[config.mk]
export PLATFORM = sky130hd
export DESIGN_NAME = gpio_dbnc_port
export DESIGN_NICKNAME = d
export VERILOG_FILES = /design/src/rtl/gpio_dbnc_pkg.sv /design/src/rtl/gpio_dbnc_sync.sv /design/src/rtl/gpio_dbnc_regs.sv /design/src/rtl/gpio_dbnc_pin_filter.sv /design/src/rtl/gpio_dbnc_port.sv
export SDC_FILE = /design/constraint.sdc
export NUM_CORES = 1
export LEC_CHECK = 0
export BUFFER_PORTS_ARGS = -buffer_cell sky130_fd_sc_hd__buf_2
export CAP_MARGIN = 10
export CORE_MARGIN = 1
export CORE_UTILIZATION = 35
export CTS_CLUSTER_DIAMETER = 50
export DETAILED_ROUTE_END_ITERATION = 7
export SYNTH_ARGS = -nofsm -noshare
export SYNTH_HDL_FRONTEND = slang
export SYNTH_SLANG_ARGS = --single-unit
[constraint.sdc]
create_clock -name clk_i -period 4.6 [get_ports clk_i]
set_input_delay 0.92 -clock clk_i [delete_from_list [all_inputs] [get_ports clk_i]]
set_output_delay 0.92 -clock clk_i [all_outputs]
set_load 0.01 [all_outputs]
[src/rtl/gpio_dbnc_pkg.sv]
package gpio_dbnc_pkg;
  localparam int unsigned ADDR_W = 2;

  typedef enum logic [ADDR_W-1:0] {
    ADDR_LIMIT  = 2'd0,
    ADDR_EN     = 2'd1,
    ADDR_EN_MSK = 2'd2,
    ADDR_NONE   = 2'd3
  } dbnc_addr_e;
endpackage

[src/rtl/gpio_dbnc_sync.sv]
module gpio_dbnc_sync #(
  parameter int unsigned WIDTH  = 8,
  parameter int unsigned STAGES = 2
) (
  input  logic             clk_i,
  input  logic             rst_ni,
  input  logic [WIDTH-1:0] d_i,
  output logic [WIDTH-1:0] q_o
);
  logic [STAGES-1:0][WIDTH-1:0] stg_q;

  generate
    if (STAGES == 1) begin : g_single
      always_ff @(posedge clk_i or negedge rst_ni) begin
        if (!rst_ni) stg_q <= '0;
        else         stg_q <= d_i;
      end
    end else begin : g_chain
      always_ff @(posedge clk_i or negedge rst_ni) begin
        if (!rst_ni) stg_q <= '0;
        else         stg_q <= {stg_q[STAGES-2:0], d_i};
      end
    end
  endgenerate

  assign q_o = stg_q[STAGES-1];
endmodule

[src/rtl/gpio_dbnc_regs.sv]
module gpio_dbnc_regs
  import gpio_dbnc_pkg::*;
#(
  parameter int unsigned NUM_PINS = 8,
  parameter int unsigned CNT_W    = 8,
  parameter int unsigned DATA_W   = 2 * NUM_PINS
) (
  input  logic                clk_i,
  input  logic                rst_ni,
  input  logic                we_i,
  input  logic [ADDR_W-1:0]   addr_i,
  input  logic [DATA_W-1:0]   wdata_i,
  output logic [DATA_W-1:0]   rdata_o,
  output logic [NUM_PINS-1:0] en_o,
  output logic [CNT_W-1:0]    limit_o
);
  logic [NUM_PINS-1:0] en_q, en_d;
  logic [CNT_W-1:0]    limit_q, limit_d;
  logic [NUM_PINS-1:0] sel_bits, val_bits;
  dbnc_addr_e          addr;

  assign addr     = dbnc_addr_e'(addr_i);
  assign sel_bits = wdata_i[2*NUM_PINS-1:NUM_PINS];
  assign val_bits = wdata_i[NUM_PINS-1:0];

  always_comb begin
    en_d    = en_q;
    limit_d = limit_q;
    if (we_i) begin
      unique case (addr)
        ADDR_LIMIT:  limit_d = wdata_i[CNT_W-1:0];
        ADDR_EN:     en_d    = val_bits;
        ADDR_EN_MSK: en_d    = (en_q & ~sel_bits) | (val_bits & sel_bits);
        default: ;
      endcase
    end
  end

  always_ff @(posedge clk_i or negedge rst_ni) begin
    if (!rst_ni) begin
      en_q    <= '0;
      limit_q <= '0;
    end else begin
      en_q    <= en_d;
      limit_q <= limit_d;
    end
  end

  always_comb begin
    rdata_o = '0;
    unique case (addr)
      ADDR_LIMIT:           rdata_o[CNT_W-1:0]    = limit_q;
      ADDR_EN, ADDR_EN_MSK: rdata_o[NUM_PINS-1:0] = en_q;
      default: ;
    endcase
  end

  assign en_o    = en_q;
  assign limit_o = limit_q;
endmodule

[src/rtl/gpio_dbnc_pin_filter.sv]
module gpio_dbnc_pin_filter #(
  parameter int unsigned CNT_W = 8
) (
  input  logic             clk_i,
  input  logic             rst_ni,
  input  logic             sync_i,
  input  logic             tick_i,
  input  logic             active_i,
  input  logic [CNT_W-1:0] limit_i,
  output logic             filt_o
);
  logic             prev_q, filt_q;
  logic [CNT_W-1:0] cnt_q;
  logic [CNT_W-1:0] last_cnt;
  logic             moved, settled, expire;

  assign last_cnt = limit_i - CNT_W'(1);
  assign moved    = sync_i != prev_q;
  assign settled  = sync_i == filt_q;
  // a lowered limit must not strand a count already past it
  assign expire   = cnt_q >= last_cnt;

  always_ff @(posedge clk_i or negedge rst_ni) begin
    if (!rst_ni) begin
      prev_q <= 1'b0;
      filt_q <= 1'b0;
      cnt_q  <= '0;
    end else begin
      prev_q <= sync_i;
      if (!active_i) begin
        filt_q <= sync_i;
        cnt_q  <= '0;
      end else if (moved || settled) begin
        cnt_q  <= '0;
      end else if (tick_i) begin
        if (expire) begin
          filt_q <= sync_i;
          cnt_q  <= '0;
        end else begin
          cnt_q  <= cnt_q + CNT_W'(1);
        end
      end
    end
  end

  assign filt_o = filt_q;
endmodule

[src/rtl/gpio_dbnc_port.sv]
module gpio_dbnc_port
  import gpio_dbnc_pkg::*;
#(
  parameter int unsigned NUM_PINS    = 8,
  parameter int unsigned CNT_W       = 8,
  parameter int unsigned SYNC_STAGES = 2,
  localparam int unsigned DATA_W     = 2 * NUM_PINS
) (
  input  logic                clk_i,
  input  logic                rst_ni,
  input  logic [NUM_PINS-1:0] pin_i,
  input  logic                tick_i,
  input  logic                reg_we_i,
  input  logic [ADDR_W-1:0]   reg_addr_i,
  input  logic [DATA_W-1:0]   reg_wdata_i,
  output logic [DATA_W-1:0]   reg_rdata_o,
  output logic [NUM_PINS-1:0] pin_o
);
  logic [NUM_PINS-1:0] sync_q;
  logic [NUM_PINS-1:0] en_q;
  logic [CNT_W-1:0]    limit_q;
  logic                limit_nz;

  gpio_dbnc_sync #(
    .WIDTH  (NUM_PINS),
    .STAGES (SYNC_STAGES)
  ) u_sync (
    .clk_i  (clk_i),
    .rst_ni (rst_ni),
    .d_i    (pin_i),
    .q_o    (sync_q)
  );

  gpio_dbnc_regs #(
    .NUM_PINS (NUM_PINS),
    .CNT_W    (CNT_W),
    .DATA_W   (DATA_W)
  ) u_regs (
    .clk_i   (clk_i),
    .rst_ni  (rst_ni),
    .we_i    (reg_we_i),
    .addr_i  (reg_addr_i),
    .wdata_i (reg_wdata_i),
    .rdata_o (reg_rdata_o),
    .en_o    (en_q),
    .limit_o (limit_q)
  );

  assign limit_nz = |limit_q;

  for (genvar p = 0; p < NUM_PINS; p++) begin : g_pin
    gpio_dbnc_pin_filter #(
      .CNT_W (CNT_W)
    ) u_filt (
      .clk_i    (clk_i),
      .rst_ni   (rst_ni),
      .sync_i   (sync_q[p]),
      .tick_i   (tick_i),
      .active_i (en_q[p] & limit_nz),
      .limit_i  (limit_q),
      .filt_o   (pin_o[p])
    );
  end
endmodule

==> flow_metrics.py <==
metrics = {
    "critical_path": {
        "cp-start-kind": "flop",
        "critPathKind": "reg2reg",
        "cp.depth": 13,
        "crit_start": "u_regs.limit_o[0]",
        "crit_chain": "inv_1 > ha_1 > nand2b_1 > nor2_1 > xnor2_1 > ha_1 > a21oi_1 > o21ai_0 > maj3_1 > maj3_1 > maj3_2 > a31oi_1 > mux2_2",
        "worst_r2r_path_depth": 13,
        "cp_slowest_cell": "xnor2_1",
        "r2r_start": "u_regs.limit_o[0]",
        "cp_num_buf_inv": 1,
        "regToRegSetupSlack_ps": 510,
        "path_delay_family": "adder cells",
        "cp_max_fo": 8,
        "end_kind": "flop",
        "arrival_ps": 4340,
        "required_ps": 4850,
        "critPathMaxStageDelay_ps": 760,
    },
    "yosys": {
        "synth_flop_cell": "dfrtp_1",
        "synth_edf_count": 0,
        "synth_top_area_share": 0.406,
        "synth_seq_area_share": 0.406,
        "synthCells": 756,
        "synthTopCellsByArea": "dfrtp_1 41%, ha_1 9.6%, nand2_1 4.3%",
        "synth_commonest_cells": "112 x dfrtp_1, 80 x nand2_1, 74 x nor2_1",
        "async_reset_ff_frac": 1.00,
        "ys_types": 62,
        "synth-seq-cells": 112,
        "synth_area_sq_mm": 0.00691,
        "netlist.top_cell.by_area": "dfrtp_1",
        "yosys_warnings": 0,
        "yosysMostFrequentCell": "dfrtp_1",
        "synth_area_per_cell_sq_um": 9.14,
    },
    "drt": {
        "ant_nets": 0,
        "wire_per_inst_um": 15.9,
        "drt_wl_total_um": 16800,
        "firstDrtPassIters": 5,
        "drt_iter0_markers": 359,
        "drc": 0,
        "vias_per_cell": 5.28,
        "dr_total_vias": 5597,
    },
    "status": {
        "status": "complete, no violations",
    },
    "global_route": {
        "grtUsageTotal": 0.178,
        "grt_max_degree": 58,
        "first_global_vias": 5308,
        "antenna_found_initial": 0,
        "grt_pass1_wl_um": 27900,
        "overflow": 0,
    },
    "clock_tree": {
        "clk_pin_slew_worst_paths_ps": 70,
        "numCtsBuffers": 9,
        "cts_tree": "built",
        "root_buffer": "clkbuf_16",
        "hold_buffers": 0,
        "postCtsSetupBuffers": 0,
        "cts_resized": 0,
        "clkSinkCount": 112,
        "insertion_delay_ps": 360,
        "cts_max_level": 3,
        "cts_buffer_depth": 2,
    },
    "timing": {
        "setup_tns_ps": 0,
        "rsz0062_at_grt": "no",
        "tightest_slew_ps": 951,
        "hold_violations": 0,
        "fin_skew_ps": 12.0,
        "slew_headroom": 0.362,
        "report.final.slew_viol_count": 0,
        "min_period_ps": 4090,
        "fmax_mhz": 244,
        "period_share": 0.889,
        "whs_ps": 350,
        "setup_viol": 0,
    },
    "floorplan": {
        "coreArea_sq_mm": 0.0194,
        "dieArea_sq_mm": 0.0203,
        "die_x_um": 143,
        "initial_utilization": 0.356,
        "io_pins": 54,
        "rows": 51,
        "fp.dieH_um": 143,
    },
    "worst_hold_path": {
        "hp-class": "reg2reg",
        "min_path_cells": 0,
        "worstHoldStart": "u_sync.stg_q[1]",
    },
    "run": {
        "drv_cap": 0,
    },
    "cells_and_area": {
        "antenna_cells": 0,
        "syn_to_final_growth_pct": 10.7,
        "drive_gt1_frac": 0.141,
        "nNetsFinal": 874,
    },
    "power_and_ir_drop": {
        "p_leak_nw": 3.46,
        "peakVddDrop_v": 0.000218,
        "power_density_mw_per_mm2": 349,
    },
    "place": {
        "portBuffers": 45,
        "dp_hpwl_um": 12400,
        "place_congestion": 0.840,
    },
}
## cells by family after synthesis
| group | share of synthesized area |
|---|---|
| xor+xnor | 0.0368 |
| fa+ha+maj | 0.117 |
| other cells | 0.000543 |
| mux | 0.0406 |
| compound gates | 0.157 |
| simple gates | 0.188 |
| buf+inv | 0.0545 |
| flops | 0.406 |
## final cells by class
class / count / area (sq um)
Fill cell: 1994 / 11700
Multi-Input combinational cell: 575 / 3760
Sequential cell: 112 / 2800
Tap cell: 265 / 332
Timing Repair Buffer: 55 / 303
Clock buffer: 10 / 239
Inverter: 38 / 143
Clock inverter: 6 / 68.8
## metrics by stage
stage	util	power [mW]	area, sq um	cells	worst slack (ps)
2_1_floorplan	-	1.66	6940	763	951
3_3_place_gp	0.379	1.86	7340	1045	638
3_5_place_dp	0.379	1.87	7340	1045	545
4_1_cts	0.394	2.70	7650	1061	525
5_1_grt	0.394	2.84	7650	1061	216
6_report	0.394	2.67	7650	1061	509
## layer usage
layer,vias to the layer above,GRT usage,wire (um)
met4,0,0.0809,431
met1,2708,0.244,8250
met3,29,0.0199,430
met2,112,0.281,7710
met5,-,0,0
li1,2748,-,-
## where the power goes
group          switching (mW)  internal [mW]
logic                   0.418          0.281
registers               0.102           1.05
clock network           0.378          0.440
## state kept, by name, summed over array words and instances (netlist names), named ones only
register / count
g_pin.u_filt.cnt_q: 64
g_pin.u_filt.filt_o: 8
g_pin.u_filt.prev_q: 8
u_regs.limit_o: 8
u_sync.q_o: 8
u_sync.stg_q: 8
## path summary, 6_finish.rpt
| path | to |
|---|---|
| hold / removal | u_sync.q_o[1] |
| setup reg to reg | g_pin[6].u_filt.filt_o |
| hold reg to reg | u_sync.q_o[1] |
| setup / recovery | g_pin[6].u_filt.filt_o |
| min in group asynchronous | u_sync.stg_q[4] |
| max in group asynchronous | g_pin[5].u_filt.cnt_q[7] |
## layout by cell type (no fill, tap or decap), drive strengths merged, types with 8 or more instances in the layout
| cell | n |
|---|---|
| or3 | 8 |
| ha | 53 |
| buf | 55 |
| maj3 | 14 |
| a21o | 18 |
| xnor2 | 11 |
| inv | 38 |
| conb | 8 |
| mux2 | 24 |
| dfrtp | 112 |
| nand2 | 80 |
| xor2 | 18 |
| a21oi | 50 |
| a22oi | 9 |
| nor2 | 74 |
| o21ai | 29 |
| nand2b | 9 |
| nor3 | 13 |
| nand3 | 37 |
| and3 | 13 |
| clkbuf | 10 |
| a31oi | 18 |
| nand4 | 14 |
Power figures use the tool's default switching activity.
